## config.mk

```make
export PLATFORM = sky130hd
export DESIGN_NAME = supply_seq_ctrl
export DESIGN_NICKNAME = d
export VERILOG_FILES = /design/src/rtl/supply_seq_ctrl.sv
export SDC_FILE = /design/constraint.sdc
export NUM_CORES = 1
export LEC_CHECK = 0
export BUFFER_PORTS_ARGS = -buffer_cell sky130_fd_sc_hd__buf_4
export CAP_MARGIN = 20
export CORE_MARGIN = 1.5
export CORE_UTILIZATION = 25
export CTS_BUF_LIST = sky130_fd_sc_hd__clkbuf_4
export DETAILED_ROUTE_END_ITERATION = 16
export GPL_ROUTABILITY_DRIVEN = 0
export HOLD_SLACK_MARGIN = 0.05
export SLEW_MARGIN = 5
export SYNTH_ARGS = -nofsm -noshare
export SYNTH_HDL_FRONTEND = slang
export SYNTH_SLANG_ARGS = --single-unit
```

## constraint.sdc

```tcl
create_clock -name clk -period 3.99 [get_ports clk]
set_clock_uncertainty 0.15 [all_clocks]
set_input_delay 1.197 -clock clk [delete_from_list [all_inputs] [get_ports clk]]
set_output_delay 1.197 -clock clk [all_outputs]
set_load 0.03 [all_outputs]
```

## src/rtl/supply_seq_ctrl.sv

```systemverilog
module supply_seq_ctrl #(
  parameter int NUM_EN = 4,
  parameter int POR_CYCLES = 21504,
  parameter int VEC_W = 8,
  parameter logic [VEC_W-1:0] WARN_VECTOR = 8'h2B
) (
  input  logic              clk,
  input  logic              rst_n,
  input  logic              flag_warn,
  input  logic              flag_min,
  input  logic              flag_bkp,
  input  logic              warn_irq_en,
  input  logic              rst_pin_in,
  input  logic [NUM_EN-1:0] en_n_in,
  input  logic              rw_n_in,
  output logic              rst_pin_low,
  output logic              sys_reset,
  output logic [NUM_EN-1:0] en_n_out,
  output logic              rw_n_out,
  output logic              irq_req,
  output logic [VEC_W-1:0]  irq_vector,
  output logic              bkp_n
);
  localparam int CW = $clog2(POR_CYCLES + 1);
  localparam logic [3:0] SYNC_INIT = 4'b1000;

  logic [3:0]    raw, sync1, sync2;
  logic          lvl_warn, lvl_min, lvl_bkp, ext_low, hold, warn_q;
  logic [CW-1:0] cnt;

  assign raw      = {rst_pin_in, flag_bkp, flag_min, flag_warn};
  assign lvl_bkp  = sync2[2];
  assign lvl_min  = sync2[1] | lvl_bkp;
  assign lvl_warn = sync2[0] | lvl_min;
  assign ext_low  = ~sync2[3];
  assign hold     = lvl_min | ext_low;

  always_ff @(posedge clk or negedge rst_n) begin
    if (!rst_n) begin
      sync1  <= SYNC_INIT;
      sync2  <= SYNC_INIT;
      warn_q <= 1'b0;
      cnt    <= CW'(POR_CYCLES);
    end else begin
      sync1  <= raw;
      sync2  <= sync1;
      warn_q <= lvl_warn;
      if (hold)
        cnt <= CW'(POR_CYCLES);
      else if (cnt != '0)
        cnt <= cnt - 1'b1;
    end
  end

  assign sys_reset   = hold | (cnt != '0);
  assign rst_pin_low = lvl_min;
  assign en_n_out    = sys_reset ? {NUM_EN{1'b1}} : en_n_in;
  assign rw_n_out    = sys_reset | rw_n_in;
  assign irq_req     = warn_irq_en & lvl_warn & ~warn_q;
  assign irq_vector  = WARN_VECTOR;
  assign bkp_n       = ~lvl_bkp;
endmodule


```

### Yosys cells after proc, flatten, opt, wreduce, memory -nomap -nowiden

Index checks and enable logic that the tools add are counted.

* register bits: 24
* output and inout port bits: 17
* input port bits: 12
* logic and storage cells: 20

* reductions and logical operators: 2
* $add $sub $neg: 1
* muxes and demuxes: 3
* bitwise logic cells: 10

Operators with widths (number)
* 15-bit 2-to-1 mux: 2
* 15-bit nonzero test: 1
* 15-bit by 1-bit subtractor with 15-bit output, second input constant: 1
* 1-bit bitwise OR: 5
* 4-bit 2-to-1 mux: 1
* 1-bit inverter: 3
* 1-bit AND: 2
* 2-bit nonzero test: 1

### Logic depth before layout (Yosys ltp)

Gate-level depths: netlist of run 1.

* depth after elaboration: 4
* mapped depth: 7
* gate-level depth less buffers: 6

### Worst setup path before layout of run 1

No wires, ideal clock.

* path kind: input -> output
* from: input port en_n_in[0]
* to: output port en_n_out[0]
* stages: 1
* arrival: 1.702 ns
* path buffers: 0
* required time: 2.643 ns
* slack: 0.941 ns
* path through: or3_1

* cells in the longest elaborated chain, start to end: 1

RTL lines
* start: declaration: line 14 `input logic [NUM_EN-1:0] en_n_in,`
* 4-bit 2-to-1 mux: line 57 `assign en_n_out = sys_reset ? {NUM_EN{1'b1}} : en_n_in;`
* end: declaration: line 18 `output logic [NUM_EN-1:0] en_n_out,`

No other way between the ends.

### Worst setup path after layout of run 1

* from: register cnt[6]
* to: output port en_n_out[0]

* cells in the longest elaborated chain, start to end: 3

RTL lines
* start: declaration: line 29 `logic [CW-1:0] cnt;`
* start signal: assignment: line 43 `cnt <= CW'(POR_CYCLES);`
* start signal: assignment: line 49 `cnt <= CW'(POR_CYCLES);`
* start signal: assignment: line 51 `cnt <= cnt - 1'b1;`
* 15-bit nonzero test: line 55 `assign sys_reset = hold | (cnt != '0);`
* 1-bit bitwise OR: line 55
* 4-bit 2-to-1 mux: line 57

No other way between the ends.

==> flow_summary.json, run 1 <==
{
  "status": "complete, no violations",
  "hp-class": "reg -> reg",
  "grt_max_degree": 25,
  "layout_common_cells": "22 x buf_4, 19 x dfrtp_1, 10 x nor2_1",
  "grt_overflow": 0,
  "cp_max_fo": 8,
  "first_iter_violations": 22,
  "seqPwrFrac": 0.510,
  "die_h_um": 72.6,
  "setup_viol": 0,
  "portBuffers": 20,
  "start_kind": "flip-flop",
  "p_switching_uw": 130,
  "vias": 972,
  "peakVddDrop_mv": 0.168,
  "drtAntennaViolNets": 0,
  "leakagePower_uw": 0.000621,
  "worstMarginPinSlew_ns": 0.987,
  "cts_sinks": 24,
  "dieArea_sq_um": 5280,
  "cts_setup_buffers": 0,
  "mappedNetlistArea_sq_um": 1210,
  "h-tree-depth": 1,
  "wl_per_cell_um": 12.0,
  "clk_path_buf_depth": 2,
  "synth_top_cell_by_area": "dfrtp_1",
  "final_common_cell": "buf_4",
  "fin_crit_ns": 3.63,
  "hold_buffers": 0,
  "yosys.area.top_type_share": 0.392,
  "criticalPathCategory": "reg -> out",
  "area_growth_pct": 19.8,
  "syn_inst": 121,
  "min_period_over_period": 0.910,
  "drive_gt1_frac": 0.252,
  "clk-insertion-delay-late_ns": 0.32,
  "ys_seq_elements": 24,
  "ys_seq_area_frac": 0.501,
  "post_dp_cell_area_sq_um": 1400,
  "yosysWarnings": 0,
  "cts_root_buffer": "clkbuf_4",
  "avgSynthCellArea_sq_um": 10.0,
  "final_area_sq_um": 1450,
  "power.internal_uw": 385,
  "powerDensity_nw_per_um2": 355,
  "drc_errors": 0,
  "maxCapViolations": 0,
  "grt_pass1_vias": 920,
  "critPathCaptureType": "primary output",
  "viasPerCell": 4.93,
  "die_x_um": 72.6,
  "yosys-top-cells-area": "dfrtp_1 39%, dfstp_2 11%, buf_4 5.0%, nor4_1 4.1%, or3_1 4.1%",
  "slew_violations": 0,
  "synth.distinct_cells": 35,
  "grtUsageTotal": 0.0966,
  "p_sw_frac": 0.253,
  "cts-resized-gates": 0,
  "cts_tree": "yes",
  "antenna_found_initial": 0,
  "hold_violations": 0,
  "fmax_ghz": 0.275,
  "final_util": 0.310,
  "slew_headroom": 0.341,
  "totalWireLength_mm": 2.36,
  "worstPathRequired_ns": 2.64,
  "rows": 25,
  "fin_nets": 158,
  "clkPwrFrac": 0.347,
  "setup_tns_ns": 0,
  "core_area_sq_um": 4690,
  "grt_first_pass_wirelength_mm": 4.04,
  "start_util": 0.258,
  "rsz0062_at_grt": "false",
  "cts_made_buffers": 3,
  "dr.pass1.iters": 4,
  "ios": 29,
  "antenna_cells": 0,
  "p_comb_frac": 0.144,
  "cp.arrival_ns": 2.28,
  "path_clk_slew_ns": 0.14,
  "dpl.hpwl_mm": 1.77
}
[worst max-delay path, cell delays in order, from the launching register on]
cell and delay, ns:
dfrtp_1 0.44, nor4_1 0.49, nand4_1 0.29, buf_4 0.25
or3_1 0.31, buf_4 0.18
[metrics by stage]
step           cells  hold slack, ns  total power, uW  setup WS, ns
2_1_floorplan    127           0.181              321         0.941
3_3_place_gp     193           0.183              341         0.796
3_5_place_dp     193           0.191              342         0.741
4_1_cts          197           0.218              523         0.342
5_1_grt          197           0.228              544         0.201
6_report         197           0.216              515         0.358
[layer usage]
| layer | vias to the layer above | share of wire | GRT usage |
|---|---|---|---|
| met5 | - | 0 | 0 |
| met4 | 0 | 0.0064 | 0.0314 |
| met3 | 2 | 0.028 | 0.0166 |
| met2 | 20 | 0.47 | 0.162 |
| met1 | 478 | 0.50 | 0.127 |
| li1 | 472 | - | - |
[power by group through the flow]
stage / registers, uW / logic, uW / clock network (uW)
floorplan: 265 / 56.7 / 0
global placement: 267 / 74.7 / 0
global route: 264 / 82.2 / 198
detailed placement: 267 / 74.7 / 0
finish: 263 / 74.0 / 179
CTS: 263 / 74.8 / 186
[path summary, 6_finish.rpt]
check / from / end / slack, ns / cells after the start
max: cnt[6] / en_n_out[0] / 0.36 / 5
min: sync1[3] / sync2[3] / 0.22 / 0
max reg2reg: cnt[1] / cnt[13] / 1.74 / 4
min reg2reg: sync1[3] / sync2[3] / 0.22 / 0
max in group asynchronous: rst_n / sync1[3] / 2.82 / 1
min in group asynchronous: rst_n / cnt[7] / 0.59 / 1
[cells in the mapped netlist]
master and n:
nor2b_1 1, inv_1 5, nor2_1 10, nor3b_1 1, ha_1 2, xnor2_1 1, clkbuf_1 2, or3_4 1
or4_1 5, dfrtp_1 19, nor4_1 8, and3b_1 1, nand2b_1 5, or4_4 1, buf_4 8, o21ai_0 2
o211ai_1 2, or2_2 1, nor3_1 1, or3_1 8, nand3b_1 1, nand2_1 4, o21a_1 1, a211oi_1 1
a31o_2 2, a21oi_1 6, a311oi_1 1, dfstp_2 5, and2_1 2, a211o_1 1, o31ai_1 6, nand4_1 1
nand3_1 3, a41oi_1 1, conb_1 2
[final cells by class]
| type | count | area [sq um] |
|---|---|---|
| Clock buffer | 3 | 22.5 |
| Inverter | 5 | 18.8 |
| Fill cell | 489 | 3240 |
| Tap cell | 54 | 67.6 |
| Sequential cell | 24 | 607 |
| Clock inverter | 1 | 30.0 |
| Timing Repair Buffer | 22 | 165 |
| Multi-Input combinational cell | 88 | 542 |
[kinds of logic (layout without fill, tap and decap cells)]
family,Yosys count,in the layout,share of synthesized area
buf+inv,15,31,0.0712
flops,24,24,0.501
simple gates,54,54,0.263
xor+xnor,1,1,0.00723
compound gates,23,23,0.131
other cells,2,8,0.00619
fa+ha+maj,2,2,0.0206
[flip-flops by register name, indices dropped and copies added, names as in the netlist]
register	flops
cnt	15
sync1	4
sync2	4
warn_q	1
(Power assumes the default switching activity.)
==> run 2, diff against run 1 <==
BUFFER_PORTS_ARGS = default   (was -buffer_cell sky130_fd_sc_hd__buf_4)
DONT_BUFFER_PORTS = 1   (was default)
==> flow_summary.json, run 2 (synthesis results as in run 1) <==
{
  "placed_cells": 171,
  "final_common_cell": "dfrtp_1",
  "critPathCaptureType": "primary output",
  "clk-insertion-delay-late_ns": 0.31,
  "grt_first_pass_wirelength_mm": 3.99,
  "hold_start": "sync1[0]",
  "antenna_cells": 0,
  "maxCapViolations": 0,
  "cp_max_fo": 12,
  "p_switching_uw": 119,
  "largest_reg_flops": 15,
  "hp-class": "reg -> reg",
  "fin_crit_ns": 3.72,
  "slew_violations": 0,
  "die_x_um": 72.6,
  "drive_gt1_frac": 0.116,
  "largest_register": "cnt",
  "final_area_sq_um": 1290,
  "rsz0062_at_grt": "false",
  "worstMarginPinSlew_ns": 0.882,
  "cts_tree": "yes",
  "rows": 25,
  "cts_sinks": 24,
  "dr.pass1.iters": 4,
  "worstPathRequired_ns": 2.64,
  "cp.arrival_ns": 2.37,
  "r2r-end": "cnt[11]",
  "whs_path_depth": 0,
  "status": "complete, no violations",
  "powerDensity_nw_per_um2": 385,
  "rr_worst_depth": 4,
  "setup_viol": 0,
  "power.internal_uw": 376,
  "hold_buffers": 0,
  "antenna_found_initial": 0,
  "slew_headroom": 0.411,
  "start_util": 0.258,
  "portBuffers": 0,
  "criticalPathCategory": "reg -> out",
  "ios": 29,
  "r2r_start": "cnt[6]",
  "grtUsageTotal": 0.0951,
  "clk_path_buf_depth": 2,
  "fin_nets": 136,
  "viasPerCell": 5.12,
  "wl_per_cell_um": 13.5,
  "stdcell_count": 175,
  "peakVddDrop_mv": 0.174,
  "layout_common_cells": "19 x dfrtp_1, 10 x nor2_1, 8 x nor4_1, 8 x or3_1, 8 x conb_1",
  "drc_errors": 0,
  "grt_max_degree": 25,
  "vias": 896,
  "seqPwrFrac": 0.531,
  "dieArea_sq_um": 5280,
  "start_kind": "flip-flop",
  "min_period_over_period": 0.932,
  "top_regs": "cnt x15, sync1 x4, sync2 x4",
  "h-tree-depth": 1,
  "drtAntennaViolNets": 0,
  "holdPathEnd": "sync2[0]",
  "area_growth_pct": 6.19,
  "clkPwrFrac": 0.350,
  "first_iter_violations": 28,
  "rrSetupSlack_ns": 1.73,
  "post_dp_cell_area_sq_um": 1230,
  "cts_made_buffers": 3,
  "setup_tns_ns": 0,
  "grt_pass1_vias": 915,
  "core_area_sq_um": 4690,
  "leakagePower_uw": 0.000520,
  "p_sw_frac": 0.241,
  "cp-startpoint": "cnt[6]",
  "die_h_um": 72.6,
  "p_comb_frac": 0.119,
  "totalWireLength_mm": 2.36,
  "fmax_ghz": 0.269,
  "dpl.hpwl_mm": 1.72,
  "cts_root_buffer": "clkbuf_4",
  "cts-resized-gates": 0,
  "path_clk_slew_ns": 0.13,
  "hold_violations": 0,
  "grt_overflow": 0,
  "cts_setup_buffers": 0
}
## run 2: power by group through the flow
stage	logic (uW)	clock network, uW	registers [uW]
2_1_floorplan	56.7	0	265
3_3_place_gp	57.1	0	267
3_5_place_dp	58.5	0	267
4_1_cts	58.9	180	263
5_1_grt	66.0	187	265
6_report	58.9	173	263
## run 2: worst max-delay path by stage
stage	end	slack (ns)	cells past startpoint
after floorplan	en_n_out[0]	0.94	1
after global placement	rw_n_out	0.69	5
after detailed placement	en_n_out[0]	0.65	5
after CTS	en_n_out[0]	0.27	3
after global routing	rw_n_out	0.09	3
final	rw_n_out	0.27	3
## run 2: worst max-delay path, stage by stage (launching register included)
cell and delay, ns:
dfrtp_1 0.45, nor4_1 0.47, nand4_1 0.51, or3_1 0.63
## run 2: per-stage QoR
step                      setup WS (ns)  utilization  hold WS (ns)  total power (uW)
after global routing             0.0880        0.274         0.230               518
after CTS                         0.266        0.274         0.216               501
after global placement            0.689        0.263         0.183               324
after floorplan                   0.941            -         0.181               321
after detailed placement          0.649        0.263         0.185               326
final                             0.272        0.274         0.214               495
## run 2: area by class of cell
| type | instances | area (sq um) |
|---|---|---|
| well taps | 54 | 67.6 |
| fillers | 508 | 3400 |
| clock buffers | 3 | 22.5 |
| multi-input cells | 88 | 542 |
| clock inverters | 1 | 30.0 |
| flip-flops and latches | 24 | 607 |
| inverters | 5 | 18.8 |
## run 2: routing by layer
layer  global-route usage  routed length, um  vias up
li1                     -                  -      426
met1                0.119               1100      437
met2                0.161               1150       31
met3               0.0124                100        2
met4               0.0461                 10        0
met5                    0                  0        -
